## config.mk

```make
export PLATFORM = sky130hd
export DESIGN_NAME = i2c_cmd_slave
export DESIGN_NICKNAME = d
export VERILOG_FILES = /design/src/rtl/i2c_cmd_pkg.sv /design/src/rtl/i2c_line_sync.sv /design/src/rtl/i2c_bus_events.sv /design/src/rtl/i2c_boot_addr.sv /design/src/rtl/i2c_cmd_slave.sv
export SDC_FILE = /design/constraint.sdc
export NUM_CORES = 1
export LEC_CHECK = 0
export BUFFER_PORTS_ARGS = -buffer_cell sky130_fd_sc_hd__buf_2
export CAP_MARGIN = 20
export CELL_PAD_IN_SITES_DETAIL_PLACEMENT = 2
export CELL_PAD_IN_SITES_GLOBAL_PLACEMENT = 2
export CORE_ASPECT_RATIO = 0.5
export CORE_UTILIZATION = 35
export CTS_CLUSTER_SIZE = 8
export DETAILED_ROUTE_END_ITERATION = 7
export PLACE_DENSITY_LB_ADDON = 0.1
export SYNTH_ARGS = -nofsm -noshare
export SYNTH_HDL_FRONTEND = slang
export SYNTH_SLANG_ARGS = --single-unit
```

## constraint.sdc

```tcl
create_clock -name clk_i -period 5.27 [get_ports clk_i]
set_clock_uncertainty 0.15 [all_clocks]
set_input_delay 0.527 -clock clk_i [delete_from_list [all_inputs] [get_ports clk_i]]
set_output_delay 0.527 -clock clk_i [all_outputs]
set_load 0.005 [all_outputs]
```

## src/rtl/i2c_cmd_pkg.sv

```systemverilog
package i2c_cmd_pkg;
  typedef logic [7:0] byte_t;

  typedef enum logic [2:0] {
    ST_IDLE,
    ST_ADDR,
    ST_AACK,
    ST_WR,
    ST_WACK,
    ST_RD,
    ST_RACK
  } slv_state_e;
endpackage

```

## src/rtl/i2c_line_sync.sv

```systemverilog
module i2c_line_sync #(
  parameter int unsigned W = 2
) (
  input  logic         clk_i,
  input  logic         rst_ni,
  input  logic [W-1:0] d_i,
  output logic [W-1:0] q_o
);
  for (genvar g = 0; g < W; g++) begin : g_line
    logic meta_q, sync_q;
    // idle bus level is high
    always_ff @(posedge clk_i or negedge rst_ni) begin
      if (!rst_ni) begin
        meta_q <= 1'b1;
        sync_q <= 1'b1;
      end else begin
        meta_q <= d_i[g];
        sync_q <= meta_q;
      end
    end
    assign q_o[g] = sync_q;
  end
endmodule

```

## src/rtl/i2c_bus_events.sv

```systemverilog
module i2c_bus_events (
  input  logic clk_i,
  input  logic rst_ni,
  input  logic scl_s_i,
  input  logic sda_s_i,
  output logic scl_rise_o,
  output logic scl_fall_o,
  output logic start_o,
  output logic stop_o
);
  logic scl_q, sda_q;

  always_ff @(posedge clk_i or negedge rst_ni) begin
    if (!rst_ni) begin
      scl_q <= 1'b1;
      sda_q <= 1'b1;
    end else begin
      scl_q <= scl_s_i;
      sda_q <= sda_s_i;
    end
  end

  assign scl_rise_o = scl_s_i & ~scl_q;
  assign scl_fall_o = ~scl_s_i & scl_q;
  assign start_o    = scl_s_i & scl_q & sda_q & ~sda_s_i;
  assign stop_o     = scl_s_i & scl_q & ~sda_q & sda_s_i;
endmodule

```

## src/rtl/i2c_boot_addr.sv

```systemverilog
module i2c_boot_addr #(
  parameter logic [6:0] ADDR_PIN_LO = 7'h4A,
  parameter logic [6:0] ADDR_PIN_HI = 7'h1B
) (
  input  logic       clk_i,
  input  logic       rst_ni,
  input  logic       addr_sel_i,
  output logic [6:0] addr_o,
  output logic       done_o
);
  logic [6:0] addr_q;
  logic       done_q;

  // strap sampled once, first cycle out of reset
  always_ff @(posedge clk_i or negedge rst_ni) begin
    if (!rst_ni) begin
      addr_q <= ADDR_PIN_HI;
      done_q <= 1'b0;
    end else if (!done_q) begin
      addr_q <= addr_sel_i ? ADDR_PIN_HI : ADDR_PIN_LO;
      done_q <= 1'b1;
    end
  end

  assign addr_o = addr_q;
  assign done_o = done_q;
endmodule

```

## src/rtl/i2c_cmd_slave.sv

```systemverilog
module i2c_cmd_slave
  import i2c_cmd_pkg::*;
#(
  parameter int unsigned CMD_MAX     = 8,
  parameter int unsigned RSP_MAX     = 16,
  parameter logic [6:0]  ADDR_PIN_LO = 7'h4A,
  parameter logic [6:0]  ADDR_PIN_HI = 7'h1B,
  localparam int unsigned CMD_LW     = $clog2(CMD_MAX + 1)
) (
  input  logic                 clk_i,
  input  logic                 rst_ni,
  input  logic                 scl_i,
  input  logic                 sda_i,
  output logic                 sda_oe_o,
  input  logic                 addr_sel_i,
  input  logic [8*RSP_MAX-1:0] rsp_data_i,
  output logic                 cmd_valid_o,
  output logic [CMD_LW-1:0]    cmd_len_o,
  output logic [8*CMD_MAX-1:0] cmd_data_o
);
  localparam int unsigned CMD_SEL = $clog2(CMD_MAX);
  localparam int unsigned RSP_IW  = $clog2(RSP_MAX + 1);
  localparam int unsigned RSP_SEL = $clog2(RSP_MAX);
  localparam logic [CMD_LW-1:0] CMD_LIM = CMD_LW'(CMD_MAX);
  localparam logic [RSP_IW-1:0] RSP_LIM = RSP_IW'(RSP_MAX);

  logic [1:0] line_s;
  logic       scl_s, sda_s;
  logic       scl_rise, scl_fall, start_det, stop_det;
  logic [6:0] own_addr;
  logic       boot_done;

  i2c_line_sync #(.W(2)) u_sync (
    .clk_i (clk_i),
    .rst_ni(rst_ni),
    .d_i   ({scl_i, sda_i}),
    .q_o   (line_s)
  );
  assign scl_s = line_s[1];
  assign sda_s = line_s[0];

  i2c_bus_events u_events (
    .clk_i     (clk_i),
    .rst_ni    (rst_ni),
    .scl_s_i   (scl_s),
    .sda_s_i   (sda_s),
    .scl_rise_o(scl_rise),
    .scl_fall_o(scl_fall),
    .start_o   (start_det),
    .stop_o    (stop_det)
  );

  i2c_boot_addr #(
    .ADDR_PIN_LO(ADDR_PIN_LO),
    .ADDR_PIN_HI(ADDR_PIN_HI)
  ) u_boot (
    .clk_i     (clk_i),
    .rst_ni    (rst_ni),
    .addr_sel_i(addr_sel_i),
    .addr_o    (own_addr),
    .done_o    (boot_done)
  );

  byte_t rsp_bytes [RSP_MAX];
  for (genvar g = 0; g < RSP_MAX; g++) begin : g_rsp
    assign rsp_bytes[g] = rsp_data_i[8*g +: 8];
  end

  slv_state_e        state_q;
  logic [3:0]        bit_cnt_q;
  byte_t             shreg_q;
  byte_t             tx_q;
  logic              rw_q;
  logic              oe_q;
  logic              mack_q;
  logic              wr_open_q;
  logic [CMD_LW-1:0] wr_cnt_q;
  logic [RSP_IW-1:0] rd_idx_q;
  logic              cmd_valid_q;
  logic [CMD_LW-1:0] cmd_len_q;
  byte_t             cmd_buf_q [CMD_MAX];
  byte_t             rsp_next;

  assign rsp_next = rsp_bytes[rd_idx_q[RSP_SEL-1:0]];

  always_ff @(posedge clk_i or negedge rst_ni) begin
    if (!rst_ni) begin
      state_q     <= ST_IDLE;
      bit_cnt_q   <= '0;
      shreg_q     <= '0;
      tx_q        <= '0;
      rw_q        <= 1'b0;
      oe_q        <= 1'b0;
      mack_q      <= 1'b0;
      wr_open_q   <= 1'b0;
      wr_cnt_q    <= '0;
      rd_idx_q    <= '0;
      cmd_valid_q <= 1'b0;
      cmd_len_q   <= '0;
      for (int i = 0; i < CMD_MAX; i++) cmd_buf_q[i] <= '0;
    end else begin
      cmd_valid_q <= 1'b0;
      if (start_det) begin
        // repeated start also drops any open write frame
        state_q   <= ST_ADDR;
        bit_cnt_q <= '0;
        oe_q      <= 1'b0;
        wr_open_q <= 1'b0;
        wr_cnt_q  <= '0;
      end else if (stop_det) begin
        state_q   <= ST_IDLE;
        oe_q      <= 1'b0;
        wr_open_q <= 1'b0;
        if (wr_open_q) begin
          cmd_valid_q <= 1'b1;
          cmd_len_q   <= wr_cnt_q;
        end
      end else begin
        unique case (state_q)
          ST_IDLE: ;
          ST_ADDR: begin
            if (scl_rise && bit_cnt_q != 4'd8) begin
              shreg_q   <= {shreg_q[6:0], sda_s};
              bit_cnt_q <= bit_cnt_q + 4'd1;
            end else if (scl_fall && bit_cnt_q == 4'd8) begin
              if (shreg_q[7:1] == own_addr) begin
                oe_q    <= 1'b1;
                rw_q    <= shreg_q[0];
                state_q <= ST_AACK;
              end else begin
                oe_q    <= 1'b0;
                state_q <= ST_IDLE;
              end
            end
          end
          ST_AACK: begin
            if (scl_fall) begin
              if (rw_q) begin
                tx_q      <= rsp_bytes[0];
                oe_q      <= ~rsp_bytes[0][7];
                bit_cnt_q <= 4'd1;
                rd_idx_q  <= '0;
                state_q   <= ST_RD;
              end else begin
                oe_q      <= 1'b0;
                bit_cnt_q <= '0;
                wr_open_q <= 1'b1;
                state_q   <= ST_WR;
              end
            end
          end
          ST_WR: begin
            if (scl_rise && bit_cnt_q != 4'd8) begin
              shreg_q   <= {shreg_q[6:0], sda_s};
              bit_cnt_q <= bit_cnt_q + 4'd1;
            end else if (scl_fall && bit_cnt_q == 4'd8) begin
              if (wr_cnt_q < CMD_LIM) begin
                cmd_buf_q[wr_cnt_q[CMD_SEL-1:0]] <= shreg_q;
                wr_cnt_q <= wr_cnt_q + CMD_LW'(1);
                oe_q     <= 1'b1;
              end else begin
                oe_q <= 1'b0;  // frame full: nack and drop
              end
              state_q <= ST_WACK;
            end
          end
          ST_WACK: begin
            if (scl_fall) begin
              oe_q      <= 1'b0;
              bit_cnt_q <= '0;
              state_q   <= ST_WR;
            end
          end
          ST_RD: begin
            if (scl_fall) begin
              if (bit_cnt_q != 4'd8) begin
                oe_q      <= ~tx_q[6];
                tx_q      <= {tx_q[6:0], 1'b0};
                bit_cnt_q <= bit_cnt_q + 4'd1;
              end else begin
                oe_q     <= 1'b0;
                rd_idx_q <= rd_idx_q + RSP_IW'(1);
                state_q  <= ST_RACK;
              end
            end
          end
          ST_RACK: begin
            if (scl_rise) begin
              mack_q <= ~sda_s;
            end else if (scl_fall) begin
              if (mack_q && rd_idx_q < RSP_LIM) begin
                tx_q      <= rsp_next;
                oe_q      <= ~rsp_next[7];
                bit_cnt_q <= 4'd1;
                state_q   <= ST_RD;
              end else begin
                oe_q    <= 1'b0;
                state_q <= ST_IDLE;
              end
            end
          end
          default: begin
            oe_q    <= 1'b0;
            state_q <= ST_IDLE;
          end
        endcase
      end
    end
  end

  for (genvar g = 0; g < CMD_MAX; g++) begin : g_cmd
    assign cmd_data_o[8*g +: 8] = cmd_buf_q[g];
  end

  assign sda_oe_o    = oe_q;
  assign cmd_valid_o = cmd_valid_q;
  assign cmd_len_o   = cmd_len_q;
endmodule

```

==> run_results.csv <==
group,metric,value,unit
synth,synthCells,473,
global_route,antenna_found_initial,1,
drt,via_per_inst,5.34,
sta,hold_viol_final,0,
sta,maxSlewViolCount,0,
drt,drc,0,
finish,area_growth,28.3,%
clock_network,hold_buffers,0,
finish,fin_util,46.7,%
synth,synthTopCellsByArea,"dfrtp_1 44%, mux2_2 13%, mux4_2 12%, dfstp_2 3.0%, mux2i_1 2.3%",
clock_network,cts_root_buf,"clkbuf_16",
setup_path,start_kind,"flop",
global_route,track_usage,23.0,%
power,ir_drop,0.000210,V
power,leakage,3.87,nW
synth,mappedNetlistArea,6060,sq um
global_route,grt_pass1_wl,30700,um
synth,ys_seq_area_share,46.8,%
global_route,gr-total-overflow,0,
finish,stdcell_area,7770,sq um
setup_path,rrSetupSlack,2.17,ns
global_route,gr-max-usage-layer,"met2",
synth,synth_ff_type,"dfrtp_1",
clock_network,cts.sinks,113,
synth,synth_most_common_cell,"dfrtp_1",
clock_network,post_cts_resized,0,
sta,tightest_slew,0.959,ns
setup_path,worst_r2r_endpoint,"cmd_data_o[48]",
drt,drtIter0Drc,175,
run_status,status,"finished, final reports clean",
clock_network,tritoncts,"yes",
floorplan,design.portCount,203,
setup_path,reg2reg_from,"u_events.scl_q",
clock_network,cts.clk_slew.worst_paths,0.06,ns
synth,synth_top_area_cell,"dfrtp_1",
setup_path,arrival,3.25,ns
synth,syn_nets,610,
sta,rsz0062_at_grt,"false",
setup_path,ff2ff_path_depth,5,
power,powerDensity,318,nW/um^2
synth,synth_edf_count,0,
global_route,grtUsageMet2,38.8,%
synth,synth_cell_types,62,
clock_network,cts_buffers,17,
floorplan,die_h,95.0,um
setup_path,path_class,"reg2reg",
place,dp_slack,2.17,ns
global_route,grt_pass1_vias,5321,
place,dp_hpwl,14100,um
floorplan,die_x,188,um
drt,wl_per_cell,22.1,um
drt,dr_total_vias,4784,
sta,postLayoutSetupSlackWorst,2.17,ns
floorplan,dieArea,17900,sq um
setup_path,crit_fanout,9,
clock_network,cts_setup_buffers,0,
setup_path,crit_required,5.42,ns
synth,ys_warn_count,0,
finish,fillers,1720,
synth,async_reset_ff_share,100,%
sta,maxSlewHeadroom,35.8,%
place,port_buffers,202,
clock_network,cts_buffer_depth,2,
drt,drtAntennaViolNets,0,
drt,drtPass1Iterations,4,
floorplan,initial_core_util,36.4,%
synth,postSynthAreaPerCell,12.8,sq um
finish,final_nets,792,
flow_run,cap_violations,0,
clock_network,clk_latency,0.42,ns
synth,yosys.area.top_type_share,43.8,%
floorplan,fp-row-count,33,
global_route,grtUsageMet3,7.73,%
sta,fmax,0.322,GHz
sta,tns,0,ns
synth,synth_common_cells,"106 x dfrtp_1, 72 x mux2_2, 32 x mux4_2, 31 x nand2_1, 24 x o21ai_0",
drt,wirelength,19800,um
sta,period_needed,3.10,ns
global_route,grt_max_degree,63,
place,place_congestion,0.822,
setup_path,crit_path_end,"cmd_data_o[48]",
clock_network,htreeDepth,4,
setup_path,worstSetupStartpoint,"u_events.scl_q",
place,placed_area,7160,sq um
floorplan,core_area,16600,sq um
setup_path,end_kind,"flop",
global_route,grt_use_met1,28.3,%
synth,ys_ff_latch,113,
worst_hold_path,min_path_type,"in2async",
sta,setup_viol,0,
finish,final_layout_size_suffix_gt1_share,54.6,%
sta,finalCritPeriodShare,58.9,%
-- worst max-delay path, stage by stage, from the launching register on --
cell and delay, ns:
dfstp_2 0.56, nor2b_1 0.54, and4_1 0.50, nor2b_1 0.41, and3_1 0.45, mux2_1 0.36
-- through the flow --
stage	cells	power, mW	hold slack, ns
4_1_cts	895	2.50	0.0467
2_1_floorplan	473	1.12	0.0814
3_5_place_dp	863	1.28	0.197
5_1_grt	896	2.57	0.0425
6_report	896	2.47	0.0538
3_3_place_gp	863	1.27	0.198
-- routing by layer --
| layer | vias up | wire, um |
|---|---|---|
| li1 | 2137 | - |
| met1 | 2469 | 8730 |
| met2 | 153 | 9320 |
| met3 | 25 | 1420 |
| met4 | 0 | 296 |
| met5 | - | 0 |
-- how the worst min path moves through the flow --
stage,end,slack (ns)
after floorplan,bit_cnt_q[0],0.08
after global placement,u_sync.g_line[0].sync_q,0.20
after detailed placement,u_sync.g_line[1].sync_q,0.20
after CTS,u_sync.g_line[1].meta_q,0.05
after global routing,u_sync.g_line[1].meta_q,0.04
final,cmd_data_o[10],0.05
-- cell families (layout without fill, tap and decap cells) --
| kind of cell | count (synthesis) | after routing | share of synthesized area (%) |
|---|---|---|---|
| fa+ha+maj | 4 | 4 | 0.826 |
| simple gates | 99 | 99 | 9.37 |
| compound gates | 80 | 80 | 9.46 |
| xor+xnor | 2 | 2 | 0.289 |
| flops | 113 | 113 | 46.8 |
| buf+inv | 47 | 242 | 3.86 |
| mux | 127 | 127 | 29.3 |
| other cells | 1 | 2 | 0.0619 |
-- sequential cells by signal (all words and copies together) (netlist names), 2 cells and up --
register,flops
state_q,3
rd_idx_q,5
wr_cnt_q,4
u_boot.addr_o,2
tx_q,7
u_sync.g_line.sync_q,2
bit_cnt_q,4
shreg_q,8
cmd_data_o,64
u_sync.g_line.meta_q,2
cmd_len_o,4
-- cells in the final DEF, fill, tap and decap left out, types with 3 or more instances in the layout --
cell type,netlist,layout
nand2b_1,6,6
or2_2,3,3
inv_6,0,3
nand2_1,31,31
and4b_1,3,3
a22o_1,6,6
nor2b_1,9,9
inv_1,6,6
o21ai_0,24,24
a31oi_1,4,4
a22oi_1,6,6
dfrtp_1,106,104
a21oi_1,11,11
nor2_1,11,11
nand3_1,10,10
dfstp_2,7,7
buf_2,10,201
mux2_2,72,72
mux4_2,32,32
mux2_1,8,8
and3_1,6,6
bufinv_16,0,3
clkbuf_16,0,17
ha_1,4,4
mux2i_1,14,14
o221a_2,5,5
o211ai_1,3,3
o2bb2ai_1,3,3
o31ai_1,3,3
-- final cells by class --
cell class | count | area [sq um] | area share [%]
well taps | 227 | 284 | 3.65
repair buffers | 203 | 1020 | 13.1
inverters | 7 | 26.3 | 0.338
diodes | 1 | 2.50 | 0.0322
clock inverters | 11 | 151 | 1.95
multi-input cells | 313 | 2990 | 38.5
flip-flops and latches | 113 | 2840 | 36.5
clock buffers | 21 | 460 | 5.92
-- power breakdown --
group	internal (mW)	switching, mW
clock network	0.772	0.432
logic	0.119	0.0880
registers	0.909	0.151
total	1.80	0.672
Note: power is estimated with default switching activity, not from simulation.
